===== src/rtl/serdata_pkg.sv =====
package serdata_pkg;
  // Strobes from the control to the datapath, one-cycle each
  typedef struct packed {
    logic wrTx;    // CPU byte into transmit buffer
    logic txToSh;  // transmit buffer into shift register
    logic shToRx;  // shift register (masked) into receive buffer
    logic shift;   // one bit step of the shift register
  } ctrlStb_t;
endpackage


===== src/rtl/serdata_ctrl.sv =====
module serdata_ctrl
  import serdata_pkg::*;
(
  input  logic     clk,
  input  logic     rstN,
  input  logic     cpuWrEn,
  input  logic     cpuRdEn,
  input  logic     txMode,
  input  logic     shiftStb,
  input  logic     frameDone,
  output ctrlStb_t stb,
  output logic     txEmpty,
  output logic     rxFull
);
  logic txPend;  // transmit frame ended with nothing to reload
  logic rxPend;  // receive frame ended with receive buffer occupied

  always_comb begin
    stb.wrTx   = cpuWrEn;
    stb.txToSh = txMode && !txEmpty && (frameDone || txPend);
    stb.shToRx = !txMode && !rxFull && (frameDone || rxPend);
    stb.shift  = shiftStb && !stb.txToSh && !stb.shToRx;
  end

  always_ff @(posedge clk) begin
    if (!rstN) begin
      txEmpty <= 1'b1;
      rxFull  <= 1'b0;
      txPend  <= 1'b0;
      rxPend  <= 1'b0;
    end else begin
      // transmit side: a write wins over a same-cycle reload
      if (cpuWrEn)         txEmpty <= 1'b0;
      else if (stb.txToSh) txEmpty <= 1'b1;

      // receive side: a load wins over a same-cycle read
      if (stb.shToRx)   rxFull <= 1'b1;
      else if (cpuRdEn) rxFull <= 1'b0;

      if (!txMode || stb.txToSh)     txPend <= 1'b0;
      else if (frameDone && txEmpty) txPend <= 1'b1;

      if (txMode || stb.shToRx)     rxPend <= 1'b0;
      else if (frameDone && rxFull) rxPend <= 1'b1;
    end
  end
endmodule


===== src/rtl/serdata_dpath.sv =====
module serdata_dpath
  import serdata_pkg::*;
#(
  parameter int DATA_W = 8,
  localparam int CNT_W = $clog2(DATA_W + 1)
) (
  input  logic              clk,
  input  logic              rstN,
  input  ctrlStb_t          stb,
  input  logic [DATA_W-1:0] cpuWrData,
  input  logic              lsbFirst,
  input  logic [CNT_W-1:0]  frameBits,
  input  logic              serIn,
  output logic              serOut,
  output logic [DATA_W-1:0] rxBuf
);
  logic [DATA_W-1:0] shReg;
  logic [DATA_W-1:0] txBuf;
  logic [DATA_W-1:0] rxMask;
  logic [CNT_W-1:0]  effBits;

  // out-of-range counts mean a full byte
  always_comb begin
    effBits = frameBits;
    if (frameBits == '0 || frameBits > CNT_W'(DATA_W)) effBits = CNT_W'(DATA_W);
  end

  // received bits sit at the low end (MSB first) or the high end (LSB first)
  generate
    for (genvar i = 0; i < DATA_W; i++) begin : g_mask
      always_comb begin
        if (lsbFirst) rxMask[i] = (CNT_W'(DATA_W - i) <= effBits);
        else          rxMask[i] = (CNT_W'(i) < effBits);
      end
    end
  endgenerate

  assign serOut = lsbFirst ? shReg[0] : shReg[DATA_W-1];

  always_ff @(posedge clk) begin
    if (!rstN) begin
      shReg <= '0;
      txBuf <= '0;
      rxBuf <= '0;
    end else begin
      if (stb.wrTx) txBuf <= cpuWrData;
      if (stb.txToSh) shReg <= txBuf;
      else if (stb.shift) begin
        if (lsbFirst) shReg <= {serIn, shReg[DATA_W-1:1]};
        else          shReg <= {shReg[DATA_W-2:0], serIn};
      end
      if (stb.shToRx) rxBuf <= shReg & rxMask;
    end
  end
endmodule


===== src/rtl/serdata_dbuf.sv =====
module serdata_dbuf
  import serdata_pkg::*;
#(
  parameter int DATA_W = 8,
  localparam int CNT_W = $clog2(DATA_W + 1)
) (
  input  logic              clk,
  input  logic              rstN,
  input  logic              cpuWrEn,
  input  logic [DATA_W-1:0] cpuWrData,
  input  logic              cpuRdEn,
  output logic [DATA_W-1:0] cpuRdData,
  input  logic              txMode,
  input  logic              lsbFirst,
  input  logic [CNT_W-1:0]  frameBits,
  input  logic              shiftStb,
  input  logic              serIn,
  output logic              serOut,
  input  logic              frameDone,
  output logic              txEmpty,
  output logic              rxFull
);
  ctrlStb_t stb;

  serdata_ctrl uCtrl (
    .clk(clk), .rstN(rstN), .cpuWrEn(cpuWrEn), .cpuRdEn(cpuRdEn),
    .txMode(txMode), .shiftStb(shiftStb), .frameDone(frameDone),
    .stb(stb), .txEmpty(txEmpty), .rxFull(rxFull)
  );

  serdata_dpath #(.DATA_W(DATA_W)) uDpath (
    .clk(clk), .rstN(rstN), .stb(stb), .cpuWrData(cpuWrData),
    .lsbFirst(lsbFirst), .frameBits(frameBits), .serIn(serIn),
    .serOut(serOut), .rxBuf(cpuRdData)
  );
endmodule


===== config.mk =====
export PLATFORM = sky130hd
export DESIGN_NAME = serdata_dbuf
export DESIGN_NICKNAME = d
export VERILOG_FILES = /design/src/rtl/serdata_pkg.sv /design/src/rtl/serdata_ctrl.sv /design/src/rtl/serdata_dpath.sv /design/src/rtl/serdata_dbuf.sv
export SDC_FILE = /design/constraint.sdc
export NUM_CORES = 1
export LEC_CHECK = 0
export ABC_AREA = 1
export BUFFER_PORTS_ARGS = -buffer_cell sky130_fd_sc_hd__buf_2
export CAP_MARGIN = 20
export CELL_PAD_IN_SITES_DETAIL_PLACEMENT = 0
export CELL_PAD_IN_SITES_GLOBAL_PLACEMENT = 1
export CORE_MARGIN = 3
export CORE_UTILIZATION = 39
export DETAILED_ROUTE_END_ITERATION = 8
export HOLD_SLACK_MARGIN = 0.1
export PLACE_DENSITY = 0.88
export SYNTH_ARGS = -nofsm -noshare
export SYNTH_HDL_FRONTEND = slang
export SYNTH_SLANG_ARGS = --single-unit
export TNS_END_PERCENT = 1

===== constraint.sdc =====
create_clock -name clk -period 2.7 [get_ports clk]
set_input_delay 0 -clock clk [delete_from_list [all_inputs] [get_ports clk]]
set_output_delay 0 -clock clk [all_outputs]
set_load 0.02 [all_outputs]

==> results.json, run 1 <==
{
  "dr.first_iter.drc_count": 80,
  "dieArea_mm2": 0.004218,
  "dp_hpwl_um": 2159,
  "vias": 1423,
  "antennaDiodeCount": 0,
  "worstPathArrival_ps": 2250,
  "finalSetupTns_ps": 0,
  "final_common_cell": "nor2_1",
  "synth_seq_cells": 28,
  "fp.dieH_um": 64.95,
  "antenna_found_initial": 0,
  "crit_slowest_cell": "dlygate4sd3_1",
  "cts_num_sinks": 28,
  "synth.avg_cell_area_um2": 6.708,
  "yosys-top-cells-area": "dfxtp_1 41%, nor2_1 11%, nand2_1 11%, o21ai_0 9.6%, nand3_1 4.8%",
  "die_w_um": 64.95,
  "grt_first_pass_wirelength_um": 5865,
  "yosysWarningCount": 0,
  "cp_common_cell": "dlygate4sd3_1",
  "p_per_area_mw_per_mm2": 502.1,
  "hp-class": "primary input to register",
  "muxShareOfSynthArea": 0,
  "rsz0062_at_grt": "false",
  "postPlaceCellArea_mm2": 0.001525,
  "swShare": 0.2721,
  "fmax_mhz": 510.6,
  "path_class": "primary input to register",
  "cts_tree": "yes",
  "clk_pin_slew_worst_paths_ps": 150,
  "outcome": "completed",
  "row_count": 20,
  "ys_seq_area_frac": 0.4137,
  "worst-r2r-setup-slack_ps": 1340,
  "p_switching_uw": 255.2,
  "grt_max_degree": 28,
  "first_pass_iters": 4,
  "clk_path_buf_depth": 2,
  "synth-compound-area-share": 0.1662,
  "tightest_slew_ps": 393.2,
  "avgRoutedWirePerCell_um": 10.61,
  "intPower_uw": 682.8,
  "path_delay_family": "buffers and inverters",
  "multi_input_area_um2": 683.2,
  "path_cells": "dlygate4sd3_1, buf_2, o21ai_0, dlygate4sd3_1, a21oi_1, dlygate4sd3_1",
  "place.gp.congestion": 0.8868,
  "most-common-layout-cells": "40 x nor2_1, 38 x nand2_1, 31 x buf_2",
  "grt-ovfl-total": 0,
  "end_kind": "register",
  "period_needed_ps": 1959,
  "hold_ws_ps": 119.3,
  "seq_power_share": 0.496,
  "syn_nets": 223,
  "cts_root_buf": "clkbuf_4",
  "clk_latency_ps": 330,
  "port_buffers": 31,
  "cts_buffers": 3,
  "synth_area_mm2": 0.001355,
  "drv_cap": 0,
  "syn_to_final_growth_pct": 37.86,
  "post-route-util": 0.5878,
  "finalSetupViolCount": 0,
  "crit_fanout": 27,
  "drv_slew": 0,
  "vias_per_cell": 4.681,
  "pin_count": 32,
  "clkPwrFrac": 0.294,
  "netlist_instances": 202,
  "regArea_um2": 560.5,
  "vdd_drop_max_v": 0.0003869,
  "antenna_left": 0,
  "totalWireLength_um": 3226,
  "p_comb_frac": 0.210,
  "grt_usage": 0.1720,
  "yosys.area_share.simple": 0.3380,
  "synth_fa_ha_area_frac": 0,
  "hold_violations": 0,
  "synth_top_cell_by_area": "dfxtp_1",
  "power_leakage_nw": 0.9071,
  "path_buf_inv": 4,
  "grt_pass1_vias": 1339,
  "slew_headroom": 0.7378,
  "n_fill_cell": 319,
  "cts_setup_buffers": 0,
  "start_util": 0.4264,
  "start_kind": "primary input",
  "yosys.area_share.xor_xnor": 0,
  "synth_top_area_frac": 0.4137,
  "min_period_over_period": 0.7254,
  "nets": 282,
  "coreArea_mm2": 0.003178,
  "synth.distinct_cells": 21,
  "remaining_drc_errors": 0,
  "synth_top_family_by_area": "simple AND/OR/NAND/NOR gates",
  "cts_max_level": 1,
  "fin_area_mm2": 0.001868,
  "finalPower_uw": 938.0,
  "finClkSkew_ps": 2.663,
  "drive_gt1_frac": 0.1808,
  "worstPathRequired_ps": 2990,
  "critical-path-max-stage-delay_ps": 580
}
[metal layers]
layer  global-route usage  wire (µm)  up-vias
li1                     -          -      774
met1               0.2190       1548      605
met2               0.2963       1486       42
met3              0.03813        173        2
met4              0.03430         18        0
met5                    0          0        -
[logic make-up after synthesis]
family                 count (synthesis)
AO/OA/AOI/OAI                         44
buffers and inverters                 25
flip-flops                            28
AND/OR/NAND/NOR                      105
[state kept, by name, indices dropped and copies added, names as in the netlist]
register       count
uCtrl.txPend       1
uDpath.shReg       8
uCtrl.rxPend       1
uDpath.rxBuf       8
uDpath.txBuf       8
uCtrl.txEmpty      1
uCtrl.rxFull       1
[stage by stage]
| stage | setup WS (ps) | cells |
|---|---|---|
| 4_1_cts | 757.9 | 304 |
| 3_3_place_gp | 1489 | 271 |
| 6_report | 741.3 | 304 |
| 5_1_grt | 613.4 | 304 |
| 3_5_place_dp | 1483 | 271 |
| 2_1_floorplan | 1569 | 202 |
[timing repair]
| action | 4_1_cts | 5_1_grt |
|---|---|---|
| endpoints found under the hold margin | 19 | 0 |
| hold buffers | 29 | 0 |
| resized for setup | 0 | 0 |
[worst register-to-register path, delay by kind of cell, from the launching register on]
kind | cells | cell delay [ps]
compound gates | 1 | 80
buf+inv | 1 | 550
flops | 1 | 330
simple gates | 3 | 310
[Yosys cell counts (all sizes together)]
master and n:
nand2 43, nor2 41, o21ai 35, dfxtp 28, inv 18, nand3 13
a21oi 8, buf 4, nor3 4, nand4 3, clkbuf 2, clkinv 1
o22ai 1, or2 1
[area by class of cell]
type,instances,share of cell area
multi-input combinational,149,0.3657
sequential,28,0.3001
clock buffer,3,0.01206
timing repair buffer,60,0.2384
inverter,19,0.03818
clock inverter,1,0.01608
tap,44,0.02947
[power by group through the flow]
stage | clock (mW) | combinational [mW] | sequential (mW)
floorplan | 0 | 0.104 | 0.481
global placement | 0 | 0.164 | 0.474
detailed placement | 0 | 0.163 | 0.474
CTS | 0.286 | 0.197 | 0.465
global route | 0.304 | 0.227 | 0.470
finish | 0.276 | 0.197 | 0.465
[path summary, 6_finish.rpt]
| path | cells past startpoint | to | from |
|---|---|---|---|
| worst min register to register | 2 | uDpath.rxBuf[4] | uDpath.shReg[4] |
| worst max-delay path | 6 | uDpath.txBuf[2] | rstN |
| worst min-delay path | 5 | uDpath.rxBuf[5] | frameBits[0] |
| worst max register to register | 5 | uCtrl.rxFull | uCtrl.rxPend |
Note: power is estimated with default switching activity, not from simulation.
==> run 2, diff against run 1 <==
Settings changed: CORE_UTILIZATION 39 to 36, PLACE_DENSITY 0.88 to 0.82.
Clock period 2.7 ns to 1.9 ns, I/O delays scaled along.
==> run 2 against run 1 <==
Core utilization down 7.4 points. Via count shrank 2.2%. Combinational power increased by 36%. Setup slack worse by 110 ps. Die area rose by 7.5%. Sequential share of layout area up 1.4 points. Total power rose by 39%. Clock power grew 36%. Sequential power up 42%. Routed wire length rose by 2.9%. Cell area decreased by 4.6%. Critical path depth is 3 higher.
==> results.json, run 2 (synthesized netlist as in run 1, its figures left out) <==
{
  "finClkSkew_ps": 4.610,
  "slew_headroom": 0.7236,
  "worstPathArrival_ps": 1440,
  "end_kind": "register",
  "hold_ws_ps": 106.3,
  "clk_latency_ps": 270,
  "vias_per_cell": 4.687,
  "cts_resized": 0,
  "pin_count": 32,
  "reg_top3": "uDpath.rxBuf x8, uDpath.shReg x8, uDpath.txBuf x8",
  "tightest_slew_ps": 414.6,
  "period_needed_ps": 1273,
  "antenna_left": 0,
  "cts_tree": "yes",
  "syn_to_final_growth_pct": 31.58,
  "nets": 273,
  "vdd_drop_max_v": 0.0003821,
  "dp_hpwl_um": 2273,
  "dr_wl_met3_um": 112,
  "rr_worst_depth": 3,
  "dieArea_mm2": 0.004536,
  "r2r-start": "uCtrl.rxFull",
  "totalWireLength_um": 3320,
  "rsz0062_at_grt": "false",
  "met2_length_um": 1496,
  "fmax_mhz": 785.6,
  "antenna_found_initial": 0,
  "fp.dieH_um": 67.35,
  "start_kind": "primary input",
  "power_leakage_nw": 0.8667,
  "grt_max_degree": 28,
  "die_w_um": 67.35,
  "cp-startpoint": "frameDone",
  "worstPathRequired_ps": 2070,
  "outcome": "completed",
  "drv_cap": 0,
  "cts_buffers": 3,
  "worst-r2r-setup-slack_ps": 640,
  "port_buffers": 31,
  "clk_path_buf_depth": 2,
  "antennaDiodeCount": 0,
  "path_class": "primary input to register",
  "regToRegEndpoint": "uCtrl.rxPend",
  "coreArea_mm2": 0.003468,
  "drv_slew": 0,
  "start_util": 0.3907,
  "hold_violations": 0,
  "row_count": 21,
  "finalSetupViolCount": 0,
  "min_period_over_period": 0.6699,
  "final_common_cell": "nor2_1",
  "endpoint": "uDpath.shReg[5]",
  "cts_root_buf": "clkbuf_8",
  "hp-class": "primary input to register",
  "grt_usage": 0.1596,
  "cts_num_sinks": 28,
  "dr.first_iter.drc_count": 42,
  "drive_gt1_frac": 0.1873,
  "clk_pin_slew_worst_paths_ps": 100,
  "p_per_area_mw_per_mm2": 731.2,
  "place.gp.congestion": 0.7639,
  "n_fill_cell": 379,
  "remaining_drc_errors": 0,
  "finalSetupTns_ps": 0,
  "vias": 1392,
  "grt-ovfl-total": 0,
  "grt_pass1_vias": 1273,
  "crit_fanout": 12,
  "grt_first_pass_wirelength_um": 5658,
  "avgRoutedWirePerCell_um": 11.18,
  "first_pass_iters": 4,
  "drt-met1-wl_um": 1693,
  "top_layer_used": "met4",
  "cts_max_level": 1,
  "most-common-layout-cells": "40 x nor2_1, 38 x nand2_1, 31 x buf_2"
}
## run 2: cell types whose count changed in the layout (fill, tap and decap cells not counted)
| cell | delta |
|---|---|
| dlygate4sd3_1 | -9 |
| clkbuf_8 | +4 |
| bufinv_16 | -1 |
| clkbuf_4 | -3 |
## run 2: report_power, final
part           total [mW]  internal, mW  switching (mW)  leakage (nW)
logic               0.267         0.113           0.154         0.607
registers           0.661         0.630          0.0308         0.231
clock network       0.376         0.186           0.190        0.0288
## run 2: metal layers
layer / vias to the layer above / GRT usage
li1: 754 / -
met1: 612 / 0.2061
met2: 24 / 0.2773
met3: 2 / 0.01997
met4: 0 / 0.04557
met5: - / 0
## run 2: final cells by class
class / count / area, µm² / share of cell area
timing repair buffer: 51 / 355.3 / 0.1993
inverter: 19 / 71.32 / 0.04000
clock buffer: 4 / 55.05 / 0.03088
tap: 46 / 57.56 / 0.03228
multi-input combinational: 149 / 683.2 / 0.3832
sequential: 28 / 560.5 / 0.3144
## run 2: worst min-delay path by stage
| stage | start | endpoint | depth (start not counted) |
|---|---|---|---|
| floorplan | txMode | uCtrl.rxPend | 1 |
| global placement | cpuRdEn | uCtrl.rxFull | 2 |
| detailed placement | cpuRdEn | uCtrl.rxFull | 2 |
| CTS | rstN | uCtrl.txEmpty | 2 |
| global route | rstN | uCtrl.txEmpty | 2 |
| finish | rstN | uCtrl.txEmpty | 2 |
## run 2: what timing repair did
item / 4_1_cts / 5_1_grt
buffers inserted: 0 / 0
endpoints found under the hold margin: 14 / 0
hold buffers: 20 / 0
## run 2: per-stage QoR
stage	instances	total power, mW	util	setup WS (ps)	area, µm²
floorplan	202	0.8324	-	769.3	1355
global placement	273	0.9088	0.4405	715.4	1528
detailed placement	273	0.9067	0.4405	701.1	1528
CTS	297	1.303	0.5141	633.5	1783
global route	297	1.374	0.5141	523.4	1783
finish	297	1.304	0.5141	627.2	1783
## run 2: critical path, cell delays in order
cell and delay (ps):
dlygate4sd3_1 530, buf_2 130, or2_4 240, nand2_4 130, inv_1 130, nand2_1 100
nand2_1 50, nor2_1 90, nor2_1 50
